--- src/rtl/ssm_pkg.sv ---
package ssm_pkg;

  typedef enum logic [1:0] {
    SPR_OFF    = 2'd0,
    SPR_DOWN   = 2'd1,
    SPR_CENTER = 2'd2
  } sprMode_e;

  // strobes and latched configuration handed from control to datapath
  typedef struct packed {
    logic     step;     // ramp advanced in the previous cycle
    sprMode_e mode;     // active profile
    logic     negSide;  // center profile currently below nominal
    logic [3:0] kUnits; // depth in 1/800 units
  } ssmCtl_t;

endpackage

--- src/rtl/ssm_ctrl.sv ---
module ssm_ctrl
  import ssm_pkg::*;
#(
  parameter int STEP_BITS = 6,
  parameter int RATE_W    = 12
) (
  input  logic                clk,
  input  logic                rstN,
  input  logic [RATE_W-1:0]   rateDiv,
  input  logic                globalSpreadEn,
  input  logic                chanSpreadEn,
  input  logic [2:0]          magCode,
  input  logic                nProgEn,
  output ssmCtl_t             ctl,
  output logic [STEP_BITS:0]  ramp
);

  localparam int RAMP_W = STEP_BITS + 1;
  localparam logic [RAMP_W-1:0] RAMP_TOP = {1'b1, {STEP_BITS{1'b0}}};

  logic [RATE_W-1:0] preCnt;
  logic              tick;
  logic              upDir, upNext;
  logic              negSide, negNext;
  sprMode_e          modeReg, modeNext, reqMode;
  logic [3:0]        kReg, kNext, reqK;
  logic [RAMP_W-1:0] rampNext, incStep, startStep;
  logic              stepReg;

  assign tick = (preCnt >= rateDiv);

  // requested profile from the enables and the code
  always_comb begin
    if (!(globalSpreadEn && chanSpreadEn)) begin
      reqMode = SPR_OFF;
    end else if (magCode[2]) begin
      reqMode = nProgEn ? SPR_CENTER : SPR_OFF;
    end else begin
      reqMode = SPR_DOWN;
    end
    if (magCode[2]) begin
      reqK = {1'b0, magCode} - 4'd3;
    end else begin
      reqK = {1'b0, magCode[1:0], 1'b0} + 4'd2;
    end
  end

  assign incStep   = (modeReg == SPR_CENTER) ? RAMP_W'(2) : RAMP_W'(1);
  assign startStep = (reqMode == SPR_CENTER) ? RAMP_W'(2) : RAMP_W'(1);

  always_comb begin
    rampNext = ramp;
    upNext   = upDir;
    negNext  = negSide;
    modeNext = modeReg;
    kNext    = kReg;
    if (tick) begin
      if (ramp == '0) begin
        modeNext = reqMode;
        kNext    = reqK;
        if (reqMode == SPR_CENTER) begin
          negNext = (modeReg == SPR_CENTER) ? ~negSide : 1'b0;
        end else begin
          negNext = 1'b0;
        end
        if (reqMode == SPR_OFF) begin
          rampNext = '0;
          upNext   = 1'b1;
        end else begin
          rampNext = startStep;
          upNext   = (startStep != RAMP_TOP);
        end
      end else if (upDir) begin
        rampNext = ramp + incStep;
        upNext   = (rampNext != RAMP_TOP);
      end else begin
        rampNext = ramp - incStep;
        upNext   = 1'b0;
      end
    end
  end

  always_ff @(posedge clk or negedge rstN) begin
    if (!rstN) begin
      preCnt  <= '0;
      ramp    <= '0;
      upDir   <= 1'b1;
      negSide <= 1'b0;
      modeReg <= SPR_OFF;
      kReg    <= '0;
      stepReg <= 1'b0;
    end else begin
      preCnt  <= tick ? '0 : preCnt + RATE_W'(1);
      ramp    <= rampNext;
      upDir   <= upNext;
      negSide <= negNext;
      modeReg <= modeNext;
      kReg    <= kNext;
      stepReg <= tick;
    end
  end

  assign ctl.step    = stepReg;
  assign ctl.mode    = modeReg;
  assign ctl.negSide = negSide;
  assign ctl.kUnits  = kReg;

  AST_RAMP_BOUND: assert property (@(posedge clk) disable iff (!rstN)
    ramp <= RAMP_TOP);

  AST_RAMP_HOLD: assert property (@(posedge clk) disable iff (!rstN)
    !tick |=> $stable(ramp));

  AST_SWITCH_AT_ZERO: assert property (@(posedge clk) disable iff (!rstN)
    (modeReg != $past(modeReg)) |-> ($past(ramp) == '0));

  AST_CENTER_GATED: assert property (@(posedge clk) disable iff (!rstN)
    (modeReg == SPR_CENTER && $past(modeReg) != SPR_CENTER) |-> $past(nProgEn));

  AST_BOTH_ENABLES: assert property (@(posedge clk) disable iff (!rstN)
    (modeReg != SPR_OFF && $past(modeReg) == SPR_OFF)
      |-> $past(globalSpreadEn && chanSpreadEn));

endmodule

--- src/rtl/ssm_datapath.sv ---
module ssm_datapath
  import ssm_pkg::*;
#(
  parameter int N_W       = 8,
  parameter int FRAC_W    = 8,
  parameter int STEP_BITS = 6,
  parameter int WORD_W    = N_W + FRAC_W + 3,
  parameter int N_RESET   = 150,
  parameter int RES_RESET = 0
) (
  input  logic               clk,
  input  logic               rstN,
  input  logic [N_W-1:0]     baseN,
  input  logic [1:0]         resSel,
  input  logic               nProgEn,
  input  ssmCtl_t            ctl,
  input  logic [STEP_BITS:0] ramp,
  output logic [WORD_W-1:0]  divWord,
  output logic               wordValid
);

  localparam int NS_W     = N_W + 2;
  localparam int SCALE_SH = 20;
  localparam int RECIP    = (2**SCALE_SH + 400) / 800;
  localparam int RECIP_W  = $clog2(RECIP + 1);
  localparam int PROD_W   = NS_W + 4 + RECIP_W;
  localparam int RAMP_W   = STEP_BITS + 1;
  localparam int OFFP_W   = PROD_W + RAMP_W;
  localparam int RESET_SHIFT = (RES_RESET == 0) ? 0 : ((RES_RESET == 1) ? 1 : 2);
  localparam logic [WORD_W-1:0] RESET_WORD = WORD_W'(N_RESET) << (RESET_SHIFT + FRAC_W);

  logic [N_W-1:0]    baseReg;
  logic [1:0]        resReg;
  logic [NS_W-1:0]   nsVal;
  logic [WORD_W-1:0] wordBase, offVal, wordNext;
  logic [PROD_W-1:0] peakProd, peakVal;
  logic [OFFP_W-1:0] offProd;
  logic              raise;

  always_ff @(posedge clk or negedge rstN) begin
    if (!rstN) begin
      baseReg <= N_W'(N_RESET);
      resReg  <= 2'(RES_RESET);
    end else if (nProgEn) begin
      baseReg <= baseN;
      resReg  <= resSel;
    end
  end

  // base scaled to units of the finest step
  always_comb begin
    case (resReg)
      2'd0:    nsVal = NS_W'(baseReg);
      2'd1:    nsVal = NS_W'(baseReg) << 1;
      default: nsVal = NS_W'(baseReg) << 2;
    endcase
  end

  assign wordBase = WORD_W'(nsVal) << FRAC_W;
  assign peakProd = PROD_W'(nsVal) * PROD_W'(ctl.kUnits) * PROD_W'(RECIP);
  assign peakVal  = peakProd >> (SCALE_SH - FRAC_W);
  assign offProd  = OFFP_W'(peakVal) * OFFP_W'(ramp);
  assign offVal   = WORD_W'(offProd >> STEP_BITS);
  assign raise    = (ctl.mode == SPR_CENTER) && !ctl.negSide;
  assign wordNext = raise ? (wordBase + offVal) : (wordBase - offVal);

  always_ff @(posedge clk or negedge rstN) begin
    if (!rstN) begin
      divWord   <= RESET_WORD;
      wordValid <= 1'b0;
    end else begin
      divWord   <= wordNext;
      wordValid <= ctl.step;
    end
  end

  AST_OFF_EXACT: assert property (@(posedge clk) disable iff (!rstN)
    (ctl.mode == SPR_OFF) |=> (divWord == $past(wordBase)));

  AST_DOWN_BELOW: assert property (@(posedge clk) disable iff (!rstN)
    (ctl.mode == SPR_DOWN) |=> (divWord <= $past(wordBase)));

  AST_BASE_FROZEN: assert property (@(posedge clk) disable iff (!rstN)
    !$past(nProgEn) |-> $stable(baseReg));

endmodule

--- src/rtl/spread_word_mod.sv ---
module spread_word_mod
  import ssm_pkg::*;
#(
  parameter int N_W       = 8,
  parameter int FRAC_W    = 8,
  parameter int STEP_BITS = 6,
  parameter int RATE_W    = 12,
  parameter int N_RESET   = 150,
  parameter int RES_RESET = 0,
  localparam int WORD_W   = N_W + FRAC_W + 3
) (
  input  logic              clk,
  input  logic              rstN,
  input  logic [N_W-1:0]    baseN,
  input  logic [1:0]        resSel,
  input  logic [2:0]        magCode,
  input  logic              globalSpreadEn,
  input  logic              chanSpreadEn,
  input  logic              nProgEn,
  input  logic [RATE_W-1:0] rateDiv,
  output logic [WORD_W-1:0] divWord,
  output logic              wordValid
);

  ssmCtl_t            ctl;
  logic [STEP_BITS:0] ramp;

  ssm_ctrl #(
    .STEP_BITS (STEP_BITS),
    .RATE_W    (RATE_W)
  ) i_ctrl (
    .clk            (clk),
    .rstN           (rstN),
    .rateDiv        (rateDiv),
    .globalSpreadEn (globalSpreadEn),
    .chanSpreadEn   (chanSpreadEn),
    .magCode        (magCode),
    .nProgEn        (nProgEn),
    .ctl            (ctl),
    .ramp           (ramp)
  );

  ssm_datapath #(
    .N_W       (N_W),
    .FRAC_W    (FRAC_W),
    .STEP_BITS (STEP_BITS),
    .WORD_W    (WORD_W),
    .N_RESET   (N_RESET),
    .RES_RESET (RES_RESET)
  ) i_datapath (
    .clk       (clk),
    .rstN      (rstN),
    .baseN     (baseN),
    .resSel    (resSel),
    .nProgEn   (nProgEn),
    .ctl       (ctl),
    .ramp      (ramp),
    .divWord   (divWord),
    .wordValid (wordValid)
  );

endmodule

--- config.mk ---
export PLATFORM = sky130hd
export DESIGN_NAME = spread_word_mod
export DESIGN_NICKNAME = d
export VERILOG_FILES = /design/src/rtl/ssm_pkg.sv /design/src/rtl/ssm_ctrl.sv /design/src/rtl/ssm_datapath.sv /design/src/rtl/spread_word_mod.sv
export SDC_FILE = /design/constraint.sdc
export NUM_CORES = 1
export LEC_CHECK = 0
export CAP_MARGIN = 0
export CORE_UTILIZATION = 40
export DETAILED_ROUTE_END_ITERATION = 7
export SLEW_MARGIN = 0
export SYNTH_ARGS = -nofsm -noshare
export SYNTH_HDL_FRONTEND = slang
export SYNTH_SLANG_ARGS = --single-unit
--- constraint.sdc ---
create_clock -name clk -period 17.4 [get_ports clk]
set_clock_uncertainty 0.05 [all_clocks]
set_input_delay 2.61 -clock clk [delete_from_list [all_inputs] [get_ports clk]]
set_output_delay 2.61 -clock clk [all_outputs]
set_load 0.01 [all_outputs]
# Word level (Yosys, flattened, before mapping)
# Cells that the tools add are included.
# W data, S select, Z words.
# op_classes
n_addsub	7
n_mul	3
div	0
order_cmp	1
eq_ne	5
n_shift	0
muxes	17
bitwise	1
reduce_logical	7
# ops
cell	n
$mul A14 B11 Y25 const B	1
$mux W7	3
$mul A13 B7 Y20	1
$pmux W10 S2	1
$add A18 B19 Y19	1
$mux W19	1
$sub A18 B19 Y19	1
$mul A10 B4 Y14	1
$ne A7 B7 Y1 const B	2
$add A12 B1 Y12 const B	1
$ge A12 B12 Y1	1
$mux W12	1
$mux W2	5
$add A7 B7 Y7	1
$logic_not A7 Y1	1
$sub A7 B7 Y7	1
$mux W1	5
$add A3 B2 Y4 const B	1
$eq A2 B2 Y1 const B	2
$logic_not A2 Y1	2
$mux W4	1
$sub A3 B2 Y4 const B	1
$eq A2 B1 Y1 const B	1
$logic_and A1 B1 Y1	2
3 further kinds	3
# word_totals
regBits	58
latch_bits	0
ram_bits	0
romBits	0
n_memories	0

# Logic depth before layout (Yosys ltp)
# Gate-level depths: netlist of run 1.
# logic_depth
ltp_word	8
depth_mapped	66

# Cells and area by module
# From an unflattened synthesis of run 1, not the netlist that was laid out.
# unflattened
hier_cells	1203
hier_area_um2	10930.5
# modules_own_cells
module	instances	cells_per_inst	area_each_um2
ssm_datapath	1	1000	8979.9
ssm_ctrl	1	203	1950.6

# Worst setup path before layout of run 1
# Ideal clock, no wire load.
# synth_timing
path_kind	register to register
start	register i_datapath.resReg[0]
end	register i_datapath.divWord[17]
t_arrival_ns	14.511
path_slack_ns	2.774
stages_incl_launch_ff	62
n_path_buf	4
path_cell_list	dfrtp_1 clkbuf_1 mux2i_1 o21ai_0 nand2_1 fa_1 inv_1 fa_1 fa_1 a21o_1 a21oi_1 o21bai_1 a21o_1 a21oi_1 nand2b_1 nor2b_1 xnor2_1 fa_1 [... 26 more ...] nand4_1 or4_1 a21oi_1 o21ai_0 nand2b_1 a21oi_1 xnor2_1 ha_1 clkbuf_1 inv_1 a21oi_1 a21boi_0 o21ai_1 or3_1 nor2_1 nand2_1 mux2_1 nand2_1
# synth_via
elab_chain_cells	7
word_cells_on_any_way	9
classes_between	add/sub (2); mul (3); eq/ne (1); mux (2); reduce/logical (1)
# synth_rtl
element	line_no	source
start: declaration	ssm_datapath.sv:33	logic [1:0] resReg;
start signal: assignment	ssm_datapath.sv:43	resReg <= 2'(RES_RESET);
start signal: assignment	ssm_datapath.sv:46	resReg <= resSel;
$eq A2 B1 Y1 or $logic_not A2 Y1 (tied branches)	ssm_datapath.sv:52	case (resReg)
$pmux W10 S2 (*)	ssm_datapath.sv:52	
$mul A10 B4 Y14	ssm_datapath.sv:60	assign peakProd = PROD_W'(nsVal) * PROD_W'(ctl.kUnits) * PROD_W'(RECIP);
$mul A14 B11 Y25	ssm_datapath.sv:60	
$mul A13 B7 Y20	ssm_datapath.sv:62	assign offProd = OFFP_W'(peakVal) * OFFP_W'(ramp);
$sub A18 B19 Y19 or $add A18 B19 Y19 (tied branches)	ssm_datapath.sv:65	assign wordNext = raise ? (wordBase + offVal) : (wordBase - offVal);
$mux W19 (*)	ssm_datapath.sv:65	
via i_datapath.wordNext[17]	ssm_datapath.sv:35	logic [WORD_W-1:0] wordBase, offVal, wordNext;
end signal: assignment	ssm_datapath.sv:72	divWord <= wordNext;
end: declaration	ssm_datapath.sv:18	output logic [WORD_W-1:0] divWord,
# Mark *: on every way through the listed nets, which the timed path passes. The rest lies on a longest branch.
# A chain may end at the register's enable or synchronous reset.

# Worst setup path after layout of run 1
# layout_timing
start	register i_datapath.resReg[0]
end	register i_datapath.divWord[16]
# Same word-level chain as after synthesis.

==> results of run 1 <==
[final timing paths]
kind                                               endpoint  cells after the start
hold reg to reg              i_datapath.wordValid$_DFF_PN0_                      0
setup reg to reg           i_datapath.divWord[16]$_DFF_PN0_                     54
hold / removal               i_datapath.wordValid$_DFF_PN0_                      0
setup / recovery           i_datapath.divWord[16]$_DFF_PN0_                     54
min in group asynchronous        i_ctrl.ramp[4]$_DFFE_PN0N_                      2
max in group asynchronous  i_datapath.resReg[1]$_DFFE_PN0P_                      2
[layout make-up]
| type | instances | area (µm²) |
|---|---|---|
| clock inverters | 7 | 101.3 |
| flip-flops and latches | 58 | 1464 |
| inverters | 207 | 777.0 |
| well taps | 372 | 465.4 |
| repair buffers | 61 | 575.6 |
| multi-input cells | 954 | 8741 |
| fillers | 2614 | 14750 |
| clock buffers | 9 | 225.2 |
[power by group]
| part | leakage (nW) | internal [mW] | switching [mW] |
|---|---|---|---|
| registers | 0.727 | 0.159 | 0.0497 |
| clock network | 0.152 | 0.126 | 0.0693 |
| logic | 5.80 | 0.0842 | 0.110 |
| total | 6.68 | 0.369 | 0.229 |
[cells in the mapped netlist (all sizes together) (5+ instances only)]
library cell	instances
o21bai	9
nand4	10
buf	6
a31oi	8
nor2	62
a2111oi	6
xor2	28
o21ai	39
ha	180
a21oi	46
and3	20
nand2b	8
xnor2	38
mux2i	14
a21o	22
fa	115
nand2	89
nor4	8
mux2	23
o211ai	5
clkbuf	32
and2	82
dfstp	9
a211oi	7
nor3	24
or2	5
nand3	31
or4	7
nor2b	9
inv	207
o21a	5
dfrtp	49
or3	5
[worst register-to-register path: cells and delay by family, from the launching register on]
kind	cells	cell delay, ps
xor+xnor	3	940
compound gates	12	3030
mux	1	140
buf+inv	6	380
flops	1	620
simple gates	17	3620
fa+ha+maj	15	7190
[through the flow]
stage / worst slack (ps) / instance area [µm²] / cells
global placement: 1115 / 12000 / 1652
detailed placement: 793.1 / 12000 / 1652
global route: 44.69 / 12350 / 1668
finish: 1311 / 12350 / 1668
CTS: 726.3 / 12330 / 1668
floorplan: 2774 / 11120 / 1257
[state kept, by name, summed over array words and instances, names as in the netlist]
name and flops:
i_ctrl.stepReg 1, i_ctrl.ramp 7, i_ctrl.upDir 1, i_datapath.baseReg 8, i_ctrl.kReg 4, i_ctrl.negSide 1, i_datapath.divWord 19, i_datapath.wordValid 1
i_ctrl.preCnt 12, i_ctrl.modeReg 2, i_datapath.resReg 2
[per-layer routing]
metal  wire length [µm]  vias up  track usage
li1                   -     4253            -
met1              12460     4106       0.2694
met2              11790      161       0.3200
met3                851       32      0.01964
met4                580        0      0.05850
met5                  0        -            0
[cells by family after synthesis]
group,synth area share
muxes,0.03589
AOI/OAI and AO/OA,0.1112
xor gates and xnor gates,0.05197
DFF,0.1315
adders and majority gates,0.4104
buffers and inverters,0.08437
and+or+nand+nor,0.1747
==> results.py, run 1 <==
metrics = {
    "run_status": {
        "status": "completed",
    },
    "synth": {
        "synth-edff-count": 0,
        "syn_area_per_cell_um2": 8.848,
        "netlist_top_cells_area": "fa_1 21%, ha_1 20%, dfrtp_1 11%, inv_1 7.0%, and2_1 4.6%",
        "yosysTopAreaCell": "fa_1",
        "async_reset_ff_frac": 1.000,
        "yosysWarnings": 0,
        "synth_fp_nets": 1582,
        "ys_ff_latch": 58,
        "synth_cells": 1257,
        "synth_top_cell_area_share": 0.2070,
        "mappedNetlistArea_um2": 11120,
        "ys.flop_type": "dfrtp_1",
        "ys_seq_area_frac": 0.1315,
        "synth_cell_type_count": 80,
    },
    "global_routing": {
        "grt_util_all_layers": 0.1944,
        "grt_start_max_net_pins": 59,
        "grt_pass1_vias": 8889,
        "antenna_found_initial": 0,
        "overflow": 0,
        "grt_pass1_wl_um": 44520,
    },
    "worst_setup_path": {
        "cp_slowest_cell": "dfrtp_1",
        "critPathMaxFanout": 10,
        "startpoint_type": "flip-flop",
        "critical_path.max_stage_delay_ps": 620,
        "crit_arrival_ps": 16260,
        "rrSetupSlack_ps": 1310,
        "cp.required_ps": 17570,
        "end_kind": "flip-flop",
        "regToRegStartpoint": "i_datapath.resReg[0]$_DFFE_PN0P_",
        "crit_buf_inv": 6,
        "crit_type": "reg -> reg",
        "cp_common_cell": "fa_1",
        "crit_family": "adder cells",
        "crit_start": "i_datapath.resReg[0]$_DFFE_PN0P_",
    },
    "routing": {
        "drc": 0,
        "drt.antenna.violating_nets": 0,
        "num_vias": 8552,
        "totalWireLength_um": 25680,
        "dr.pass1.iters": 5,
        "wl_per_cell_um": 15.39,
        "drt_first_iter_violations": 428,
        "routed_via_density": 5.127,
    },
    "timing": {
        "fmax_mhz": 62.15,
        "slew_viol_final": 0,
        "relSlewSlack": 0.3348,
        "hold_violations": 0,
        "timing.final.crit_share": 0.9247,
        "finalCriticalPeriod_ps": 16090,
        "finalSetupViolations": 0,
        "setup-tns-final_ps": 0,
        "rsz0062_at_grt": "no",
        "tightest_slew_ps": 987.4,
        "holdWs_ps": 310.5,
    },
    "placement": {
        "portBuffers": 49,
        "place_hpwl_um": 21000,
        "place.gp.congestion": 0.8815,
    },
    "cts": {
        "cts_buffers": 9,
        "cts.sinks": 58,
        "cts_buffer_depth": 2,
        "cts_hold_buf": 0,
        "post-cts-setup-buffer-count": 0,
        "path_clk_slew_ps": 60,
        "insertion_delay_ps": 340,
        "cts_resized": 0,
        "htreeDepth": 3,
        "cts_tree": "built",
        "cts_root_buffer": "clkbuf_16",
    },
    "finish": {
        "final_common_cell": "inv_1",
        "antenna_cells": 0,
        "area_delta_synth_final_pct": 11.04,
        "nNetsFinal": 1616,
        "final_cell_mix": "207 x inv_1, 180 x ha_1, 115 x fa_1",
        "drive_gt1_frac": 0.05787,
        "utilization": 0.4557,
    },
    "die": {
        "die_h_um": 168.7,
        "row_count": 60,
        "core_um2": 27100,
        "ios": 50,
        "initial_core_util": 0.4104,
        "dieArea_um2": 28470,
        "chipWidth_um": 168.7,
    },
    "pwr": {
        "power.density_nw_per_um2": 48.41,
        "total_power_mw": 0.5978,
        "ir_drop_uv": 57.71,
        "leakage_nw": 6.678,
    },
    "min_path": {
        "hold_start": "i_ctrl.stepReg$_DFF_PN0_",
        "min_path_type": "reg -> reg",
    },
    "flow_run": {
        "drv_cap": 0,
    },
}
No activity file was read; power rests on OpenSTA's default activity.
==> inputs of run 2 (changes only) <==
--- a/constraint.sdc
+++ b/constraint.sdc
@@ -4,2 +4,2 @@
 set_output_delay 2.61 -clock clk [all_outputs]
-set_load 0.01 [all_outputs]
+set_load 0.02 [all_outputs]
==> results of run 2 <==
Same layout as run 1 (identical final DEF). Status: completed.
Among the figures that moved: total power 0.5978 mW -> 0.6016 mW; worst IR drop on VDD 57.71 µV -> 59.45 µV
==> inputs of run 3 (changes only) <==
PLACE_DENSITY_LB_ADDON = 0.3   (was not set)
==> run 3 against run 2 <==
Compared with the run above:
- fmax is essentially flat
- core utilization is essentially flat
- sequential power is essentially flat
- die area is the same
- sequential share of layout area is essentially flat
- total power shrank 0.25%
- wire length shrank 1.2%
- highest routed layer unchanged
==> results.py, run 3 (synthesized netlist as in run 1, its figures left out) <==
metrics = {
    "pwr": {
        "power.density_nw_per_um2": 48.62,
        "leakage_nw": 6.674,
        "ir_drop_uv": 65.57,
        "total_power_mw": 0.6000,
    },
    "die": {
        "chipWidth_um": 168.7,
        "core_um2": 27100,
        "die_h_um": 168.7,
        "row_count": 60,
        "dieArea_um2": 28470,
        "initial_core_util": 0.4104,
        "ios": 50,
    },
    "routing": {
        "wl_per_cell_um": 15.24,
        "dr.pass1.iters": 5,
        "num_vias": 8634,
        "drt.antenna.violating_nets": 0,
        "totalWireLength_um": 25380,
        "routed_via_density": 5.186,
        "drc": 0,
        "drt_first_iter_violations": 306,
    },
    "global_routing": {
        "overflow": 0,
        "grt_start_max_net_pins": 59,
        "grt_pass1_vias": 8799,
        "grt_pass1_wl_um": 44280,
        "antenna_found_initial": 0,
        "grt_util_all_layers": 0.1919,
    },
    "worst_setup_path": {
        "startpoint_type": "flip-flop",
        "crit_type": "reg -> reg",
        "reg2reg_depth": 54,
        "cp_common_cell": "fa_1",
        "end_kind": "flip-flop",
        "regToRegStartpoint": "i_datapath.resReg[0]$_DFFE_PN0P_",
        "crit_arrival_ps": 16300,
        "cp.required_ps": 17620,
        "rrSetupSlack_ps": 1320,
        "critPathMaxFanout": 10,
        "critical_path.max_stage_delay_ps": 640,
        "reg2reg_to": "i_datapath.divWord[17]$_DFF_PN0_",
        "cp_slowest_cell": "dfrtp_1",
    },
    "cts": {
        "htreeDepth": 3,
        "cts_buffer_depth": 2,
        "cts_tree": "built",
        "cts_buffers": 9,
        "post-cts-setup-buffer-count": 0,
        "cts_hold_buf": 0,
        "cts.sinks": 58,
        "insertion_delay_ps": 340,
        "cts_root_buffer": "clkbuf_16",
        "cts_resized": 0,
        "path_clk_slew_ps": 60,
    },
    "placement": {
        "place_hpwl_um": 20680,
        "place.gp.congestion": 0.8737,
        "portBuffers": 49,
        "dp.cells": 1649,
        "placed_cell_area_um2": 11980,
    },
    "timing": {
        "fmax_mhz": 62.20,
        "setup-tns-final_ps": 0,
        "finalCriticalPeriod_ps": 16080,
        "tightest_slew_ps": 926.2,
        "slew_viol_final": 0,
        "finalSetupViolations": 0,
        "timing.final.crit_share": 0.9240,
        "hold_violations": 0,
        "relSlewSlack": 0.3760,
    },
    "min_path": {
        "hold_start": "i_ctrl.stepReg$_DFF_PN0_",
        "hold_end": "i_datapath.wordValid$_DFF_PN0_",
        "holdPathStages": 0,
        "min_path_type": "reg -> reg",
    },
    "finish": {
        "design_area_um2": 12340,
        "fin_cells": 1665,
        "final_common_cell": "inv_1",
        "n_fill_cell": 2655,
        "drive_gt1_frac": 0.05646,
        "largest_register_ffs": 19,
        "area_delta_synth_final_pct": 10.97,
        "antenna_cells": 0,
        "regMostFlops": "i_datapath.divWord",
        "reg.largest.list": "i_datapath.divWord (19), i_ctrl.preCnt (12), i_datapath.baseReg (8)",
        "final_cell_mix": "207 x inv_1, 180 x ha_1, 115 x fa_1",
        "nNetsFinal": 1613,
    },
    "run_status": {
        "status": "completed",
    },
    "flow_run": {
        "drv_cap": 0,
    },
}
==> run 3: cell types whose count changed in the layout (fill, tap and decap cells not counted), sizes merged <==
cell / before / now
buf: 13 / 10
==> run 3: per-stage QoR <==
stage	util	hold slack [ps]	worst slack [ps]
2_1_floorplan	-	281.2	2774
3_3_place_gp	0.4420	290.0	1139
3_5_place_dp	0.4420	295.9	854.2
4_1_cts	0.4541	309.7	776.5
5_1_grt	0.4554	311.4	-12.64
6_report	0.4554	307.3	1322
==> run 3: area by class of cell <==
| cell class | count | area, µm² | share of cell area |
|---|---|---|---|
| flip-flops and latches | 58 | 1463 | 0.1185 |
| clock inverters | 7 | 101.3 | 0.008212 |
| multi-input cells | 954 | 8757 | 0.7096 |
| clock buffers | 9 | 225.2 | 0.01825 |
| well taps | 372 | 465.4 | 0.03771 |
| repair buffers | 58 | 553.0 | 0.04481 |
| inverters | 207 | 777.0 | 0.06296 |
==> run 3: worst max path at each step <==
stage                                startpoint                                to  slack [ps]
3_5_place_dp   i_datapath.resReg[1]$_DFFE_PN0P_  i_datapath.divWord[17]$_DFF_PN0_         850
6_report       i_datapath.resReg[0]$_DFFE_PN0P_  i_datapath.divWord[17]$_DFF_PN0_        1320
5_1_grt        i_datapath.resReg[0]$_DFFE_PN0P_  i_datapath.divWord[16]$_DFF_PN0_         -10
4_1_cts        i_datapath.resReg[1]$_DFFE_PN0P_  i_datapath.divWord[17]$_DFF_PN0_         780
3_3_place_gp   i_datapath.resReg[1]$_DFFE_PN0P_  i_datapath.divWord[17]$_DFF_PN0_        1140
2_1_floorplan  i_datapath.resReg[0]$_DFFE_PN0P_  i_datapath.divWord[17]$_DFF_PN0_        2770
==> run 3: power breakdown <==
part	internal, mW	switching (mW)	total, mW	leakage (nW)
Combinational	0.0836	0.109	0.192	5.79
Sequential	0.158	0.0517	0.210	0.728
Clock	0.126	0.0714	0.198	0.152
==> run 3: critical path: cells and delay by family (launching register included) <==
family | cells | cell delay, ps
AND/OR/NAND/NOR | 16 | 3590
AO/OA/AOI/OAI | 12 | 2880
adder cells (fa/ha/maj) | 15 | 7130
buffers and inverters | 6 | 360
flip-flops | 1 | 640
XOR/XNOR | 3 | 790
multiplexers | 2 | 520
==> run 3: metal layers <==
metal / routed length, µm / vias up / share of wire / GRT usage
met5: 0 / - / 0 / 0
met4: 469 / 0 / 0.018 / 0.05059
met3: 722 / 27 / 0.028 / 0.02034
met2: 11970 / 125 / 0.47 / 0.3205
met1: 12210 / 4236 / 0.48 / 0.2640
li1: - / 4246 / - / -
